**src/rtl/stkop_pkg.sv**
```systemverilog
package stkop_pkg;
    localparam int WORD_W = 16;
    localparam int GRP_W  = 4;
    localparam int OP_W   = 6;
    localparam int CC_W   = 2;

    typedef enum logic [3:0] {
        S_IDLE,
        S_PASS,
        S_ISSUE_A,
        S_WAIT_A,
        S_IRQ_TAKE,
        S_IRQ_WAIT,
        S_ISSUE_B,
        S_WAIT_B,
        S_FINISH
    } seq_state_t;
endpackage

```
**src/rtl/stkop_decode.sv**
```systemverilog
module stkop_decode #(
    parameter int WORD_W = stkop_pkg::WORD_W,
    parameter int GRP_W  = stkop_pkg::GRP_W,
    parameter int OP_W   = stkop_pkg::OP_W
) (
    input  logic [WORD_W-1:0] word,
    output logic              is_stack,
    output logic [OP_W-1:0]   slot_a,
    output logic [OP_W-1:0]   slot_b,
    output logic              a_nop,
    output logic              b_nop
);
    localparam int NSLOTS  = (WORD_W - GRP_W) / OP_W;
    localparam int SLOTTOP = WORD_W - GRP_W - 1;

    logic [OP_W-1:0] slots [NSLOTS];

    // slots are laid out left to right below the group field
    for (genvar g = 0; g < NSLOTS; g++) begin : g_slot
        assign slots[g] = word[SLOTTOP - g*OP_W -: OP_W];
    end

    assign is_stack = (word[WORD_W-1 -: GRP_W] == '0);
    assign slot_a   = slots[0];
    assign slot_b   = slots[1];
    assign a_nop    = (slots[0] == '0);
    assign b_nop    = (slots[1] == '0);
endmodule

```
**src/rtl/stkop_fsm.sv**
```systemverilog
module stkop_fsm
    import stkop_pkg::*;
(
    input  logic clk,
    input  logic rst_n,
    input  logic instr_valid,
    input  logic in_stack,
    input  logic in_a_nop,
    input  logic in_b_nop,
    input  logic held_b_nop,
    input  logic irq_pending,
    input  logic irq_resume,
    input  logic exu_done,
    output logic instr_ready,
    output logic load_word,
    output logic issue_a,
    output logic issue_b,
    output logic irq_taken,
    output logic save_resume,
    output logic fetch_req,
    output logic pass_valid,
    output logic flag_we
);
    seq_state_t state, state_nx;

    always_ff @(posedge clk or negedge rst_n) begin
        if (!rst_n) state <= S_IDLE;
        else        state <= state_nx;
    end

    always_comb begin
        state_nx = state;
        unique case (state)
            S_IDLE: begin
                if (instr_valid) begin
                    if (!in_stack)      state_nx = S_PASS;
                    else if (!in_a_nop) state_nx = S_ISSUE_A;
                    else if (!in_b_nop) state_nx = S_ISSUE_B;
                    else                state_nx = S_FINISH;
                end
            end
            S_PASS:     state_nx = S_IDLE;
            S_ISSUE_A:  state_nx = S_WAIT_A;
            S_WAIT_A: begin
                if (exu_done) begin
                    if (held_b_nop)       state_nx = S_FINISH;
                    else if (irq_pending) state_nx = S_IRQ_TAKE;
                    else                  state_nx = S_ISSUE_B;
                end
            end
            S_IRQ_TAKE: state_nx = S_IRQ_WAIT;
            S_IRQ_WAIT: if (irq_resume) state_nx = S_ISSUE_B;
            S_ISSUE_B:  state_nx = S_WAIT_B;
            S_WAIT_B:   if (exu_done) state_nx = S_FINISH;
            S_FINISH:   state_nx = S_IDLE;
            default:    state_nx = S_IDLE;
        endcase
    end

    always_comb begin
        instr_ready = (state == S_IDLE);
        load_word   = (state == S_IDLE) && instr_valid;
        issue_a     = (state == S_ISSUE_A);
        issue_b     = (state == S_ISSUE_B);
        irq_taken   = (state == S_IRQ_TAKE);
        save_resume = (state == S_IRQ_TAKE);
        fetch_req   = (state == S_FINISH);
        pass_valid  = (state == S_PASS);
        flag_we     = exu_done && ((state == S_WAIT_A) || (state == S_WAIT_B));
    end
endmodule

```
**src/rtl/stkop_flags.sv**
```systemverilog
module stkop_flags #(
    parameter int CC_W = stkop_pkg::CC_W
) (
    input  logic            clk,
    input  logic            rst_n,
    input  logic            we,
    input  logic            c_in,
    input  logic            v_in,
    input  logic [CC_W-1:0] cc_in,
    output logic            c_q,
    output logic            v_q,
    output logic [CC_W-1:0] cc_q
);
    always_ff @(posedge clk or negedge rst_n) begin
        if (!rst_n) begin
            c_q  <= 1'b0;
            v_q  <= 1'b0;
            cc_q <= '0;
        end else if (we) begin
            c_q  <= c_in;
            v_q  <= v_in;
            cc_q <= cc_in;
        end
    end
endmodule

```
**src/rtl/stkop_resume.sv**
```systemverilog
module stkop_resume #(
    parameter int OP_W = stkop_pkg::OP_W
) (
    input  logic            clk,
    input  logic            rst_n,
    input  logic            save,
    input  logic            consume,
    input  logic [OP_W-1:0] live_b,
    output logic [OP_W-1:0] code_b
);
    logic            pend_q;
    logic [OP_W-1:0] saved_q;

    always_ff @(posedge clk or negedge rst_n) begin
        if (!rst_n) begin
            pend_q  <= 1'b0;
            saved_q <= '0;
        end else if (save) begin
            pend_q  <= 1'b1;
            saved_q <= live_b;
        end else if (consume) begin
            pend_q  <= 1'b0;
        end
    end

    assign code_b = pend_q ? saved_q : live_b;
endmodule

```
**src/rtl/stkop_seq.sv**
```systemverilog
module stkop_seq #(
    parameter int WORD_W = stkop_pkg::WORD_W,
    parameter int GRP_W  = stkop_pkg::GRP_W,
    parameter int OP_W   = stkop_pkg::OP_W,
    parameter int CC_W   = stkop_pkg::CC_W
) (
    input  logic              clk,
    input  logic              rst_n,
    input  logic              instr_valid,
    input  logic [WORD_W-1:0] instr_word,
    output logic              instr_ready,
    input  logic              irq_pending,
    input  logic              irq_resume,
    input  logic              exu_done,
    input  logic              exu_carry,
    input  logic              exu_ovfl,
    input  logic [CC_W-1:0]   exu_cc,
    output logic              op_issue,
    output logic [OP_W-1:0]   op_code,
    output logic              irq_taken,
    output logic              fetch_req,
    output logic              pass_valid,
    output logic [WORD_W-1:0] pass_word,
    output logic              carry,
    output logic              ovfl,
    output logic [CC_W-1:0]   cc
);
    logic            in_stack, in_a_nop, in_b_nop;
    logic [OP_W-1:0] in_a, in_b;
    logic [OP_W-1:0] held_a, held_b, code_b;
    logic            held_b_nop;
    logic            load_word, issue_a, issue_b, save_resume, flag_we;
    logic [WORD_W-1:0] word_q;

    stkop_decode #(.WORD_W(WORD_W), .GRP_W(GRP_W), .OP_W(OP_W)) u_dec (
        .word(instr_word), .is_stack(in_stack), .slot_a(in_a), .slot_b(in_b),
        .a_nop(in_a_nop), .b_nop(in_b_nop)
    );

    always_ff @(posedge clk or negedge rst_n) begin
        if (!rst_n) begin
            held_a     <= '0;
            held_b     <= '0;
            held_b_nop <= 1'b1;
            word_q     <= '0;
        end else if (load_word) begin
            held_a     <= in_a;
            held_b     <= in_b;
            held_b_nop <= in_b_nop;
            word_q     <= instr_word;
        end
    end

    stkop_fsm u_fsm (
        .clk(clk), .rst_n(rst_n), .instr_valid(instr_valid),
        .in_stack(in_stack), .in_a_nop(in_a_nop), .in_b_nop(in_b_nop),
        .held_b_nop(held_b_nop), .irq_pending(irq_pending),
        .irq_resume(irq_resume), .exu_done(exu_done),
        .instr_ready(instr_ready), .load_word(load_word),
        .issue_a(issue_a), .issue_b(issue_b), .irq_taken(irq_taken),
        .save_resume(save_resume), .fetch_req(fetch_req),
        .pass_valid(pass_valid), .flag_we(flag_we)
    );

    stkop_resume #(.OP_W(OP_W)) u_res (
        .clk(clk), .rst_n(rst_n), .save(save_resume), .consume(issue_b),
        .live_b(held_b), .code_b(code_b)
    );

    stkop_flags #(.CC_W(CC_W)) u_flg (
        .clk(clk), .rst_n(rst_n), .we(flag_we),
        .c_in(exu_carry), .v_in(exu_ovfl), .cc_in(exu_cc),
        .c_q(carry), .v_q(ovfl), .cc_q(cc)
    );

    assign op_issue  = issue_a | issue_b;
    assign op_code   = issue_a ? held_a : (issue_b ? code_b : '0);
    assign pass_word = word_q;
endmodule


```
**config.mk**
```make
export PLATFORM = sky130hd
export DESIGN_NAME = stkop_seq
export DESIGN_NICKNAME = d
export VERILOG_FILES = /design/src/rtl/stkop_pkg.sv /design/src/rtl/stkop_decode.sv /design/src/rtl/stkop_fsm.sv /design/src/rtl/stkop_flags.sv /design/src/rtl/stkop_resume.sv /design/src/rtl/stkop_seq.sv
export SDC_FILE = /design/constraint.sdc
export NUM_CORES = 1
export LEC_CHECK = 0
export ABC_AREA = 1
export BUFFER_PORTS_ARGS = -buffer_cell sky130_fd_sc_hd__buf_4
export CORE_ASPECT_RATIO = 0.7
export CORE_MARGIN = 3
export CORE_UTILIZATION = 30
export DETAILED_ROUTE_END_ITERATION = 8
export PLACE_DENSITY = 0.52
export SLEW_MARGIN = 10
export SYNTH_ARGS = -nofsm -noshare
export SYNTH_HDL_FRONTEND = slang
export SYNTH_HIERARCHICAL = 1
export SYNTH_SLANG_ARGS = --single-unit
export TNS_END_PERCENT = 30
```
**constraint.sdc**
```tcl
create_clock -name clk -period 1.71 [get_ports clk]
set_clock_uncertainty 0.2 [all_clocks]
set_input_delay 0.342 -clock clk [delete_from_list [all_inputs] [get_ports clk]]
set_output_delay 0.342 -clock clk [all_outputs]
set_load 0.005 [all_outputs]
```
After elaboration in Yosys (flattened, before gate mapping)
Index checks and enable logic that the tools add are counted.

storage, ports and cells
  bits in registers = 44
  output and inout bits = 31
  logic and storage cells = 47

cells by class
  equal/unequal tests = 12
  muxes and demuxes = 15
  bitwise gates (word level) = 1
  reductions and logical operators = 9

operators with widths
  kind                  number
  $mux W4               8
  $pmux W4 S7           1
  $mux W6               3
  $eq A4 B3 Y1 const B  4
  $logic_not A6 Y1      2
  $eq A4 B2 Y1 const B  2
  $logic_not A4 Y1      2
  $ne A2 B2 Y1 const B  4
  $eq A4 B1 Y1 const B  1
  $eq A4 B4 Y1 const B  1
  $reduce_and A4 Y1     1
  $logic_and A1 B1 Y1   2
  $mux W1               2
  $mux W2               1
  $reduce_bool A2 Y1    1
  $logic_or A1 B1 Y1    1
  $or A1 B1 Y1          1

Longest topological paths before layout
  depth after elaboration = 6
  gate-level depth with buffers = 8
  gate-level depth less buffers = 8

Cells and area by module
The synthesis kept the hierarchy.

by module, submodules not included
  module        instances  cells an instance  area each (sq um)
  stkop_seq     1          142                1361.3
  stkop_fsm     1          73                 437.9
  stkop_resume  1          49                 336.6
  stkop_flags   1          17                 148.9
  stkop_decode  1          25                 146.4

Least setup slack after synthesis
Ideal clock, no wire load.

  kind = reg-to-output
  from = register u_fsm.state[3]
  to = output op_code[0]
  arrival = 1182 ps
  setup slack = -14 ps
  cell stages (with the launch flop) = 7
  path through = dfrtp_1 -> inv_2 -> nand2_4 -> nor2_1 -> inv_1 -> nand3_1 -> nand2_1

on the way
  elaborated cells on any way between the ends = 4

RTL lines
  element                 RTL line         text
  start, declared         stkop_fsm.sv:24  seq_state_t state, state_nx;
  start signal, assigned  stkop_fsm.sv:28  else state <= state_nx;
  $eq A4 B2 Y1            stkop_fsm.sv:63  issue_a = (state == S_ISSUE_A);
  named net issue_a       stkop_seq.sv:32  logic load_word, issue_a, issue_b, save_resume, flag_we;
  $mux W6                 stkop_seq.sv:77  assign op_code = issue_a ? held_a : (issue_b ? code_b : '0);
  end, declared           stkop_seq.sv:19  output logic [OP_W-1:0] op_code,

The timed path passes the listed nets, and every way through them passes these cells.

Final worst setup path
  from = register u_fsm.state[2]
  to = output op_code[2]

Same word-level chain as after synthesis.

==> flow_metrics.env <==
export IMPL_hold_viol_final=0
export IMPL_power_mw=5.47
export IMPL_antenna_found_initial=0
export IMPL_slew_viol_final=0
export IMPL_grt_pass1_wl_microns=9750
export IMPL_synth_cell_types=27
export IMPL_slew_headroom=0.613
export IMPL_synthCells=306
export IMPL_core_sq_mm=0.00758
export IMPL_multi_input_area_sq_mm=0.00108
export IMPL_syn_avg_cell_area_sq_um=7.94
export IMPL_setup_viol=11
export IMPL_rsz0062_at_grt="yes"
export IMPL_seqCellArea_sq_mm=0.00110
export IMPL_crit_required_ps=1170
export IMPL_syn_to_final_growth_pct=35.8
export IMPL_fin_crit_sh=1.13
export IMPL_violations="setup timing"
export IMPL_die_x_microns=114
export IMPL_totalWireLength_microns=5790
export IMPL_clock_fmax_ghz=0.516
export IMPL_place_gp_congestion=0.883
export IMPL_layout_common_cells="85 x nand2_1, 65 x buf_4, 42 x dfrtp_1"
export IMPL_syn_cell_area_sq_mm=0.00243
export IMPL_htreeDepth=2
export IMPL_globalRouteTotalUtil=0.135
export IMPL_wl_per_cell_microns=12.3
export IMPL_dp_hpwl_microns=4370
export IMPL_synth_ff_latch_count=44
export IMPL_numCtsBuffers=5
export IMPL_path_class="reg2out"
export IMPL_vias=1982
export IMPL_dieArea_sq_mm=0.00924
export IMPL_worst_slack_ps=-226
export IMPL_grt_overflow_total=0
export IMPL_drive_gt1_frac=0.442
export IMPL_cts_buffer_depth=2
export IMPL_ant_nets=0
export IMPL_rows=26
export IMPL_drt_iter0_markers=73
export IMPL_max_cap_violations=0
export IMPL_place_ws_ps=3.87
export IMPL_start_kind="register"
export IMPL_peakVddDrop_v=0.000754
export IMPL_insertion_delay_ps=280
export IMPL_n_antenna_cell=0
export IMPL_grt_max_degree=45
export IMPL_fin_crit_ps=1940
export IMPL_hold_class="in2reg"
export IMPL_clk_pin_slew_ps=60
export IMPL_fp_dieH_microns=81.3
export IMPL_drc=0
export IMPL_ioPinCount=57
export IMPL_cts_tree="built"
export IMPL_critPathCaptureType="output port"
export IMPL_p_leak_nw=1.69
export IMPL_nets=398
export IMPL_portBuffers=56
export IMPL_start_util=0.321
export IMPL_status="complete, but fails checks"
export IMPL_p_per_area_mw_per_mm2=1660
export IMPL_fillers=790
export IMPL_clockRootBuffer="clkbuf_16"
export IMPL_cts_sink_count=44
export IMPL_place_inst=458
export IMPL_syn_nets=332
export IMPL_crit_fanout=4
export IMPL_fin_tns_setup_ps=-1760
export IMPL_dr_pass1_iters=4
export IMPL_vias_per_cell=4.21
export IMPL_max_slew_worst_pin_slew_ps=581
export IMPL_final_common_cell="nand2_1"
export IMPL_ys_seq_area_frac=0.453
export IMPL_grt_pass1_vias=1937
export IMPL_yosys_warnings=6
export IMPL_stdcell_count=471
export IMPL_cp_arrival_ps=1390
report_power, final:
part           switching [mW]  internal (mW)  total (mW)  leakage [nW]
logic                    1.35           1.30        2.66          1.07
clock network           0.374          0.583       0.957        0.0712
registers               0.337           1.52        1.86         0.543
final timing paths:
check	start	end	slack (ps)	depth (start not counted)
setup / recovery	u_fsm/state[2]$_DFFE_PN0P_	op_code[2]	-230	7
hold / removal	exu_cc[0]	u_flg/cc_q[0]$_DFFE_PN0P_	60	3
min in group asynchronous	rst_n	pass_word[5]$_DFFE_PN0P_	400	2
setup reg to reg	u_fsm/state[1]$_DFFE_PN0P_	held_a[3]$_DFFE_PN0P_	120	8
hold reg to reg	u_res/saved_q[1]$_DFFE_PN0P_	u_res/saved_q[1]$_DFFE_PN0P_	280	2
max in group asynchronous	rst_n	u_fsm/state[2]$_DFFE_PN0P_	490	2
flip-flops by register name (all words and copies together) (netlist names):
name           count
pass_word         16
held_a             6
held_b             6
u_res/saved_q      6
u_fsm/state        4
u_flg/cc_q         2
held_b_nop         1
u_flg/c_q          1
u_flg/v_q          1
u_res/pend_q       1
cells by family after synthesis:
| family | count (synthesis) | share of synthesized area |
|---|---|---|
| AO/OA/AOI/OAI | 31 | 0.0962 |
| buffers and inverters | 65 | 0.138 |
| flip-flops | 44 | 0.453 |
| AND/OR/NAND/NOR | 166 | 0.312 |
layout make-up:
class	instances	area share
Clock buffer	8	0.0444
Inverter	45	0.0512
Multi-Input combinational cell	197	0.327
Sequential cell	44	0.334
Tap cell	98	0.0371
Timing Repair Buffer	79	0.206
per-stage QoR:
stage                     utilization  area (sq um)  hold WS (ps)
after CTS                       0.425          3220          47.4
after detailed placement        0.396          3000           186
after global placement          0.396          3000           193
after global routing            0.435          3300          48.4
after floorplan                     -          2430          -154
final                           0.435          3300          59.0
synthesized netlist by cell type, drive strengths merged:
cell type	count	share of area
nor2	29	0.059
o21ai	29	0.091
nand3	12	0.027
inv	45	0.069
and2	1	0.0026
nand2	118	0.21
dfrtp	43	0.44
a21oi	2	0.0057
or2	3	0.0077
nand4	1	0.0026
buf	18	0.062
clkbuf	2	0.0062
nor3	2	0.0041
dfstp	1	0.011
per-layer routing:
metal  GRT usage  wire, microns  vias up
met4      0.0288             23        0
met1       0.220           3140      880
li1            -              -     1048
met2       0.168           2290       52
met5           0              0        -
met3      0.0365            338        2
worst max-delay path, cell delays in order, from the launching register on:
cell	delay [ps]
dfrtp_2	440
inv_2	100
nand2_4	80
nor2_4	130
buf_6	130
nand2_1	60
nand2_2	80
buf_6	90
repair_timing:
action | in CTS | in global routing
gates resized for setup | 14 | 20
endpoints found under the hold margin | 43 | 0
pin swaps | 7 | 8
setup buffers | 3 | 5
setup endpoints to repair | 11 | 46
hold buffers | 1 | 0
No activity file was read; power rests on OpenSTA's default activity.
